## config.mk

```make
export PLATFORM = sky130hd
export DESIGN_NAME = resv_monitor
export DESIGN_NICKNAME = d
export VERILOG_FILES = /design/src/rtl/resv_monitor_pkg.sv /design/src/rtl/resv_slot.sv /design/src/rtl/sc_judge.sv /design/src/rtl/resv_monitor.sv
export SDC_FILE = /design/constraint.sdc
export NUM_CORES = 1
export LEC_CHECK = 0
export ABC_AREA = 1
export BUFFER_PORTS_ARGS = -buffer_cell sky130_fd_sc_hd__buf_2
export CORE_UTILIZATION = 50
export CTS_CLUSTER_DIAMETER = 80
export DETAILED_ROUTE_END_ITERATION = 16
export PLACE_DENSITY_LB_ADDON = 0.15
export RECOVER_POWER = 100
export SLEW_MARGIN = 20
export SYNTH_ARGS = -nofsm -noshare
export SYNTH_HDL_FRONTEND = slang
export SYNTH_HIERARCHICAL = 1
export SYNTH_SLANG_ARGS = --single-unit
```

## constraint.sdc

```tcl
create_clock -name clk -period 7.1 [get_ports clk]
set_clock_uncertainty 0.15 [all_clocks]
set_input_delay 0.71 -clock clk [delete_from_list [all_inputs] [get_ports clk]]
set_output_delay 0.71 -clock clk [all_outputs]
set_load 0.02 [all_outputs]
```

## src/rtl/resv_monitor_pkg.sv

```systemverilog
package resv_monitor_pkg;
    typedef enum logic [1:0] {
        SC_FAIL     = 2'd0,
        SC_PASS     = 2'd1,
        SC_UNCACHED = 2'd2
    } sc_code_e;

    localparam int BLK_OFS_BITS = 4;
endpackage

```

## src/rtl/resv_slot.sv

```systemverilog
module resv_slot #(
    parameter int BLK_W  = 28,
    parameter int PERIOD = 100000,
    localparam int PH_W  = $clog2(PERIOD)
) (
    input  logic             clk,
    input  logic             rst_n,
    input  logic [BLK_W-1:0] cmp_blk_i,
    output logic             hit_o,
    input  logic             set_i,
    input  logic             clear_i,
    input  logic             fail_i,
    input  logic             cnt_clr_i,
    output logic             warn_o
);
    typedef struct packed {
        logic             vld;
        logic [BLK_W-1:0] blk;
        logic [PH_W-1:0]  phase;
    } slot_t;

    slot_t slot_d, slot_q;

    assign hit_o = slot_q.vld && (slot_q.blk == cmp_blk_i);

    always_comb begin
        slot_d = slot_q;
        warn_o = 1'b0;
        // clearing first, so a same-cycle new reservation survives
        if (clear_i) slot_d.vld = 1'b0;
        if (set_i) begin
            slot_d.vld = 1'b1;
            slot_d.blk = cmp_blk_i;
        end
        if (cnt_clr_i) begin
            slot_d.phase = '0;
        end else if (fail_i) begin
            if (slot_q.phase == PH_W'(PERIOD - 1)) begin
                slot_d.phase = '0;
                warn_o       = 1'b1;
            end else begin
                slot_d.phase = slot_q.phase + 1'b1;
            end
        end
    end

    always_ff @(posedge clk) begin
        if (!rst_n) slot_q <= '0;
        else        slot_q <= slot_d;
    end
endmodule

```

## src/rtl/sc_judge.sv

```systemverilog
module sc_judge
    import resv_monitor_pkg::*;
(
    input  logic       valid_i,
    input  logic       write_i,
    input  logic       locked_i,
    input  logic       uncached_i,
    input  logic       own_hit_i,
    output logic [1:0] code_o,
    output logic       commit_o,
    output logic       fail_o,
    output logic       cnt_clr_o,
    output logic       reserve_o
);
    logic cond_wr;

    always_comb begin
        cond_wr   = valid_i && write_i && locked_i;
        code_o    = SC_FAIL;
        commit_o  = 1'b0;
        fail_o    = 1'b0;
        cnt_clr_o = 1'b0;
        reserve_o = valid_i && !write_i && locked_i;
        if (valid_i && write_i && !locked_i) begin
            commit_o = 1'b1;
        end else if (cond_wr && uncached_i) begin
            code_o    = SC_UNCACHED;
            commit_o  = 1'b1;
            cnt_clr_o = 1'b1;
        end else if (cond_wr && own_hit_i) begin
            code_o    = SC_PASS;
            commit_o  = 1'b1;
            cnt_clr_o = 1'b1;
        end else if (cond_wr) begin
            fail_o = 1'b1;
        end
    end
endmodule

```

## src/rtl/resv_monitor.sv

```systemverilog
module resv_monitor
    import resv_monitor_pkg::*;
#(
    parameter int NCTX        = 4,
    parameter int ADDR_W      = 32,
    parameter int WARN_PERIOD = 100000,
    localparam int CTX_W      = $clog2(NCTX),
    localparam int BLK_W      = ADDR_W - BLK_OFS_BITS
) (
    input  logic              clk,
    input  logic              rst_n,
    input  logic              req_valid,
    input  logic [CTX_W-1:0]  req_ctx,
    input  logic [ADDR_W-1:0] req_addr,
    input  logic              req_write,
    input  logic              req_locked,
    input  logic              req_uncached,
    output logic              rsp_valid,
    output logic [1:0]        rsp_code,
    output logic              rsp_commit,
    output logic              warn_pulse
);
    typedef struct packed {
        logic       vld;
        logic [1:0] code;
        logic       commit;
        logic       warn;
    } rsp_t;

    rsp_t rsp_d, rsp_q;

    logic [BLK_W-1:0] req_blk;
    logic [NCTX-1:0]  hit, warn_vec;
    logic [1:0]       code;
    logic             commit, fail, cnt_clr, reserve, own_hit;

    assign req_blk = req_addr[ADDR_W-1:BLK_OFS_BITS];
    assign own_hit = hit[req_ctx];

    sc_judge u_judge (
        .valid_i    (req_valid),
        .write_i    (req_write),
        .locked_i   (req_locked),
        .uncached_i (req_uncached),
        .own_hit_i  (own_hit),
        .code_o     (code),
        .commit_o   (commit),
        .fail_o     (fail),
        .cnt_clr_o  (cnt_clr),
        .reserve_o  (reserve)
    );

    for (genvar g = 0; g < NCTX; g++) begin : g_slot
        logic mine;
        assign mine = (req_ctx == CTX_W'(g));
        resv_slot #(.BLK_W(BLK_W), .PERIOD(WARN_PERIOD)) u_slot (
            .clk       (clk),
            .rst_n     (rst_n),
            .cmp_blk_i (req_blk),
            .hit_o     (hit[g]),
            .set_i     (reserve && mine),
            .clear_i   ((commit && hit[g]) || (fail && mine)),
            .fail_i    (fail && mine),
            .cnt_clr_i (cnt_clr && mine),
            .warn_o    (warn_vec[g])
        );
    end

    always_comb begin
        rsp_d.vld    = req_valid;
        rsp_d.code   = code;
        rsp_d.commit = commit;
        rsp_d.warn   = |warn_vec;
    end

    always_ff @(posedge clk) begin
        if (!rst_n) rsp_q <= '0;
        else        rsp_q <= rsp_d;
    end

    assign rsp_valid  = rsp_q.vld;
    assign rsp_code   = rsp_q.code;
    assign rsp_commit = rsp_q.commit;
    assign warn_pulse = rsp_q.warn;
endmodule

```

# Word-level counts from Yosys, hierarchy flattened
# Cells that the tools add are included.
# W data, S select, Z words.
[word_totals] in_bits=40 ff_bits=189
[classes] n_reduce_logical=45 add_sub_neg=4 muxes=36 n_eq_ne=11 n_lt_le_gt_ge=1 bitwise=1
[op_table] cell="$mux W29" count=4
[op_table] cell="$eq A28 B28 Y1" count=4
[op_table] cell="$add A17 B1 Y17 const B" count=4
[op_table] cell="$eq A17 B17 Y1 const B" count=4
[op_table] cell="$mux W17" count=4
[op_table] cell="$logic_and A1 B1 Y1" count=27
[op_table] cell="$mux W1" count=26
[op_table] cell="$reduce_or A2 Y1" count=5
[op_table] cell="$reduce_bool A2 Y1" count=4
[op_table] cell="$eq A2 B2 Y1 const B" count=2
[op_table] cell="$logic_or A1 B1 Y1" count=4
[op_table] cell="$reduce_or A4 Y1" count=1
[op_table] cell="$lt A2 B3 Y1 const B" count=1
[op_table] cell="$reduce_or A3 Y1" count=1
[op_table] cell="$bmux W1 S2" count=1
[op_table] cell="$eq A2 B1 Y1 const B" count=1
[op_table] cell="$logic_not A1 Y1" count=2
[op_table] cell="$logic_not A2 Y1" count=1
[op_table] cell="$mux W2" count=1
[op_table] cell="$not A1 Y1" count=1

# Depth between registers and ports, before layout
[logic_depth] depth_word=12 mapped_depth=26 ltp_nobuf=25

# Cells and area by module
# The synthesis kept the hierarchy.
[modules_own_cells] mod="resv_slot" instances=4 area_per_inst_um2=2432.3 cells_per_inst=385
[modules_own_cells] mod="resv_monitor" instances=1 area_per_inst_um2=296.5 cells_per_inst=54
[modules_own_cells] mod="sc_judge" instances=1 area_per_inst_um2=58.8 cells_per_inst=13

# Least setup slack after synthesis
# OpenSTA, ideal clock, no wires.
[synth_timing] kind="input -> register" start="input req_addr[24]" end="register rsp_q, in the netlist warn_pulse" arrival_time_ns=2.522 path_buffers=1 required_time_ns=6.874 cell_stages=25 path_slack_ns=4.352 path_cell_list="inv_1 -> o21ai_0 -> nor2_1 -> nand2_1 -> nor2_1 -> nand2_1 -> nor2_1 -> nand2_1 -> nand2_1 -> nand2_1 -> nand2_1 -> nor2_2 -> inv_1 -> nor2_1 -> inv_1 -> nor2_1 -> buf_4 -> nand2_1 -> inv_1 -> nand2_1 -> nor2_1 -> nand3_2 -> nor2_1 -> nor2_1 -> a21boi_0"
[synth_via] elab_chain_cells=12 elab_cells_between_ends=34 cone_classes="4 x eq/ne; 16 x mux; 14 x reduce/logical"
[synth_rtl] element="from (decl)" line="resv_monitor.sv:14" rtl="input logic [ADDR_W-1:0] req_addr,"
[synth_rtl] element="$eq A28 B28 Y1" line="resv_slot.sv:24" rtl="assign hit_o = slot_q.vld && (slot_q.blk == cmp_blk_i);"
[synth_rtl] element="$logic_and A1 B1 Y1" line="resv_slot.sv:24"
[synth_rtl] element="net hit[3]" line="resv_monitor.sv:33" rtl="logic [NCTX-1:0] hit, warn_vec;"
[synth_rtl] element="$bmux W1 S2" line="resv_monitor.sv:38" rtl="assign own_hit = hit[req_ctx];"
[synth_rtl] element="$mux W1 (implied by the code)" line="resv_monitor.sv:38"
[synth_rtl] element="net own_hit" line="resv_monitor.sv:35" rtl="logic commit, fail, cnt_clr, reserve, own_hit;"
[synth_rtl] element="$logic_and A1 B1 Y1" line="sc_judge.sv:30" rtl="end else if (cond_wr && own_hit_i) begin"
[synth_rtl] element="$mux W1" line="sc_judge.sv:30"
[synth_rtl] element="$mux W1" line="sc_judge.sv:26" rtl="end else if (cond_wr && uncached_i) begin"
[synth_rtl] element="$mux W1" line="sc_judge.sv:24" rtl="if (valid_i && write_i && !locked_i) begin"
[synth_rtl] element="net fail" line="resv_monitor.sv:35"
[synth_rtl] element="$logic_and A1 B1 Y1" line="resv_monitor.sv:63" rtl=".fail_i (fail && mine),"
[synth_rtl] element="$mux W1" line="resv_slot.sv:37" rtl="end else if (fail_i) begin"
[synth_rtl] element="$mux W1" line="resv_slot.sv:35" rtl="if (cnt_clr_i) begin"
[synth_rtl] element="net warn_vec[3]" line="resv_monitor.sv:33"
[synth_rtl] element="$reduce_or A4 Y1" line="resv_monitor.sv:73" rtl="rsp_d.warn = |warn_vec;"
[synth_rtl] element="to (signal assigned)" line="resv_monitor.sv:78" rtl="else rsp_q <= rsp_d;"
[synth_rtl] element="to (decl)" line="resv_monitor.sv:30" rtl="rsp_t rsp_d, rsp_q;"
# The timed path passes the listed nets, and every way through them passes these cells. The select of a mux whose other input is x is not followed.
# A chain may end at the register's enable or synchronous reset.

# Worst setup path after layout
[layout_timing] start="input rst_n" end="register g_slot[3].u_slot/slot_q[0] in the netlist's numbering"
[layout_via] elab_chain_cells=2
[layout_rtl] element="from (decl)" line="resv_monitor.sv:11" rtl="input logic rst_n,"
[layout_rtl] element="$not A1 Y1 (no line)"
[layout_rtl] element="$reduce_or A2 Y1 (no line)"
[layout_rtl] element="to (signal assigned)" line="resv_slot.sv:49" rtl="else slot_q <= slot_d;"
[layout_rtl] element="to (decl)" line="resv_slot.sv:22" rtl="slot_t slot_d, slot_q;"
# No other way between the ends.

==> results.md <==
Run status:
- The flow ran to the end, but the final reports show violations.
- The checks that failed: capacitance limit, slew limit.

Floorplanning:
- The initial core utilization is between 50 and 60%.
- The height of the die is 144 µm.
- The region available for standard cell placement spans 19,600 µm².
- 45 I/O pins were placed.
- The placement row count is 51.
- The die covers 20,700 µm².
- The die is roughly 140 µm wide.

Clock network:
- TritonCTS built the clock tree.
- Clock-pin slew was measured on the worst setup and hold paths at approximately 0.070 ns.
- The clock latency reported for the late side of the worst-skew pair is 0.43 ns.
- The count of cells resized by post-cts repair is 0.
- In this run, post-CTS hold repair placed 0 buffers.
- In this run the number of H-tree levels came out at 4.
- The number of buffers created by CTS is 17.
- The clock passes through at most 2 buffers.
- Post-CTS timing repair inserted 0 buffers for setup.
- The clock net in this run drives a total of 189 sinks.
- The cell chosen for the clock root is sky130_fd_sc_hd__clkbuf_16.

Setup path:
- On the critical path the largest part of the delay comes from buffers and inverters.
- In this design, the stage delay of the slowest critical-path cell is roughly 3.2 ns.
- The category of the worst setup path capture point is a register.
- Along the worst path, the maximum fanout reaches 117.
- The worst register-to-register path begins at g_slot[3].u_slot/slot_q[20].
- The worst path arrival time is 5.20 ns.
- The depth of the worst register-to-register path is 23.
- The number of buffers and inverters on the critical path is 3.
- The end of the worst register-to-register path is warn_pulse.
- The highest-delay cell along the critical path is sky130_fd_sc_hd__clkbuf_1.
- By startpoint and endpoint, the worst setup path is classified as in2reg.
- The critical path goes through buf_4 -> clkbuf_1 -> inv_1 -> nor2_1 -> nand2_1 -> a21oi_1.
- The minimum setup slack among reg-to-reg paths is around 3.7 ns.
- Data on the critical path is required at its endpoint by 7.31 ns.
- STA classifies the critical path startpoint as an input pin.
- The first element of the critical path is rst_n.

Synthesis:
- Synthesis inferred 189 register bits.
- The synthesized netlist occupies a cell area of 10,100 µm².
- The biggest area consumer among synthesized cells is sky130_fd_sc_hd__dfxtp_1.
- The dominant synthesized flop cell is sky130_fd_sc_hd__dfxtp_1.
- The synthesized design contains 0 enable-type register cells.
- The post-synthesis cell type count is 30.
- The mean area per synthesized cell is 6.28 µm².
- The synthesized design devotes to its leading area cell type 37.5% of total area.
- The share of the yosys chip area belonging to registers is a little under two fifths.
- The net count of the mapped netlist is 1,651.
- By area the synthesized netlist is led by sky130_fd_sc_hd__dfxtp_1 38%, sky130_fd_sc_hd__nand2_1 16%, sky130_fd_sc_hd__nor2_1 9.3%.
- After synthesis, the most frequently instantiated cells are 436 x sky130_fd_sc_hd__nand2_1, 251 x sky130_fd_sc_hd__nor2_1, 242 x sky130_fd_sc_hd__inv_1.
- The count of yosys warnings during synthesis is 6.
- The fraction of synthesis flops using an asynchronous set or reset pin is 0%.
- The cell count after synthesis is 1,607.
- Yosys instantiated no cell more often than sky130_fd_sc_hd__nand2_1.

Route:
- Once detail routing completed, the nets flagged for antenna violations numbered 0.
- The met1 wire length is around 11 mm.
- The final routed wire length divided by cell count is 12.2 µm.
- The routed design has 23.3 mm of wire.
- In the routed design, unresolved DRC markers number 0.
- The top routing layer in use is met4.
- The total number of vias is 9,239.
- The initial detailed-routing violation count is a little over 400.
- The via density per instance is 4.84.
- The detailed route wirelength on metal3 is about 740 µm.
- For this run, the detailed router's first-pass iteration total came to 5.
- In the detailed route, the total length drawn on met2 is 11.1 mm.

Worst hold path:
- For hold timing, the worst endpoint is g_slot[0].u_slot/slot_q[45].
- In this run the most critical hold path is launched from g_slot[0].u_slot/slot_q[45].
- In this run the worst hold path is classified as reg2reg.
- The worst hold path cell count is 2.

Cells and area:
- The post-synthesis to final-layout area growth is 9.91%.
- The antenna diode count is 0.
- The layout cell share with drive strength beyond 1 is 7.36%.
- After routing the design area is between 10,000 and 15,000 µm².
- At the end of the flow, the number of nets in the layout was 1,675.

Timing:
- Setup violations remaining at the end of the flow were counted as 0.
- The upper clock frequency limit is 200 MHz.
- The share of the cycle needed by the critical path after routing is a little over two thirds.
- The actual transition at the worst max-transition pin is 4.53 ns.
- Setup total negative slack on the finished layout was measured at 0 ns.
- The post-layout minimum cycle time is about 5 ns.
- Setup repair after global routing left no endpoint under its margin.
- Hold is met by 0.322 ns.
- The relative slew slack is -202%.
- The total count of max-transition violations in the final report is 118.
- The final-report hold violation count came to 0.

Global routing:
- Entering global routing, the biggest net connects 118 pins.
- For this run the aggregate overflow at the end of global routing stands at 0.
- The first global-routing pass estimated 38.8 mm of wire.
- The number of global-route vias before repair was just over 8,000.
- The initial antenna violation count is 0.
- In the global route stage, overall resource usage came out at 23.6%.

Placed design:
- The count of input and output buffers is 40.
- Once detailed placement completed, the half-perimeter wirelength came to 16.3 mm.
- At the end of routability-driven placement, the weighted congestion stood at 0.846.
- After detailed placement, the total cell area comes to 10,500 µm².

Power and ir drop:
- In this run switching power makes up 23.3% of total power.
- The leakage power is just under 5 nW.
- In this run the power density over the cells is 203 nW/µm².
- The analysis attributes to net switching a power of approximately 0.00053 W.
- The internal power consumption is 0.00173 W.
- Per report_power, the clock group accounts for 45.1% of the total.
- The sequential cell fraction of total power is 48.1%.
- The fraction of power consumed by combinational cells is 6.7%.
- The peak supply drop is ~0.14 mV.

Run:
- Across the run, the number of max-cap violations was 1.
==> state kept, by name, summed over array words and instances (netlist names) <==
register and flops:
rsp_code 2, warn_pulse 1, g_slot.u_slot/slot_q 184, rsp_commit 1, rsp_valid 1
==> power groups by stage <==
stage                     sequential [W]  clock (W)  combinational, W
after global routing             0.00109    0.00108          0.000174
after global placement           0.00111          0          0.000149
after CTS                        0.00108    0.00104          0.000152
after floorplan                  0.00111          0         0.0000957
after detailed placement         0.00111          0          0.000151
final                            0.00109    0.00102          0.000152
==> cells by family (layout without fill, tap and decap cells) <==
kind of cell    after synthesis  after routing  share of synthesized area (%)
simple gates                809            809                           33.5
buf+inv                     291            327                           11.1
compound gates              278            278                           14.3
flops                       189            189                           37.5
xor+xnor                     36             36                           3.13
fa+ha+maj                     4              4                          0.496
==> worst max path at each step <==
stage / endpoint / slack (ns) / cells after the start
2_1_floorplan: warn_pulse / 4.35 / 25
3_3_place_gp: warn_pulse / 3.11 / 25
3_5_place_dp: warn_pulse / 3.15 / 25
4_1_cts: warn_pulse / 3.56 / 25
5_1_grt: g_slot[2].u_slot/slot_q[0] / 1.68 / 6
6_report: g_slot[3].u_slot/slot_q[0] / 2.10 / 6
==> layout by cell type (no fill, tap or decap), types with 2 or more instances in the layout <==
master,netlist,layout
sky130_fd_sc_hd__nand2_1,436,440
sky130_fd_sc_hd__nor2_1,251,248
sky130_fd_sc_hd__inv_1,242,242
sky130_fd_sc_hd__dfxtp_1,189,189
sky130_fd_sc_hd__o21ai_0,132,140
sky130_fd_sc_hd__a21oi_1,117,117
sky130_fd_sc_hd__nand3_1,48,50
sky130_fd_sc_hd__buf_2,4,33
sky130_fd_sc_hd__xor2_1,28,28
sky130_fd_sc_hd__clkbuf_16,0,17
sky130_fd_sc_hd__nor2_4,8,12
sky130_fd_sc_hd__nor2_2,13,12
sky130_fd_sc_hd__nand4_1,12,12
sky130_fd_sc_hd__nand2_2,16,12
sky130_fd_sc_hd__o21bai_1,12,12
sky130_fd_sc_hd__inv_2,9,9
sky130_fd_sc_hd__clkbuf_1,24,8
sky130_fd_sc_hd__xnor2_1,8,8
sky130_fd_sc_hd__nor3_1,8,8
sky130_fd_sc_hd__bufinv_16,0,4
sky130_fd_sc_hd__clkinv_2,0,4
sky130_fd_sc_hd__nand3_4,4,4
sky130_fd_sc_hd__nor3b_1,4,4
sky130_fd_sc_hd__or2_2,4,4
sky130_fd_sc_hd__o211ai_1,4,4
sky130_fd_sc_hd__clkinv_1,4,4
sky130_fd_sc_hd__ha_1,4,4
sky130_fd_sc_hd__o21ai_1,11,3
sky130_fd_sc_hd__nand3_2,5,3
sky130_fd_sc_hd__clkbuf_8,0,2
==> layer usage <==
metal / up-vias / global-route usage (%)
met5: - / 0
met4: 0 / 6.33
met3: 23 / 4.17
met2: 112 / 41.0
met1: 4102 / 29.9
li1: 5002 / -
==> layout make-up <==
cell class	instances	area, µm²
inverter	255	957
fill	1936	8510
timing repair buffer	41	199
sequential	189	3780
multi-input combinational	1127	5190
tap	265	332
clock buffer	20	457
clock inverter	11	165
==> per-stage QoR <==
stage / util (%) / power (W) / cells / setup slack (ns)
2_1_floorplan: - / 0.00120 / 1607 / 4.35
3_3_place_gp: 53.6 / 0.00126 / 1877 / 3.11
3_5_place_dp: 53.6 / 0.00126 / 1877 / 3.15
4_1_cts: 56.8 / 0.00228 / 1908 / 3.56
5_1_grt: 56.6 / 0.00235 / 1908 / 1.68
6_report: 56.6 / 0.00225 / 1908 / 2.10
==> worst min-delay path: cells and delay by family (launching register included) <==
family	cells	cell delay, ns
AO/OA/AOI/OAI	1	0.05
AND/OR/NAND/NOR	1	0.06
flip-flops	1	0.32
Power figures use the tool's default switching activity.
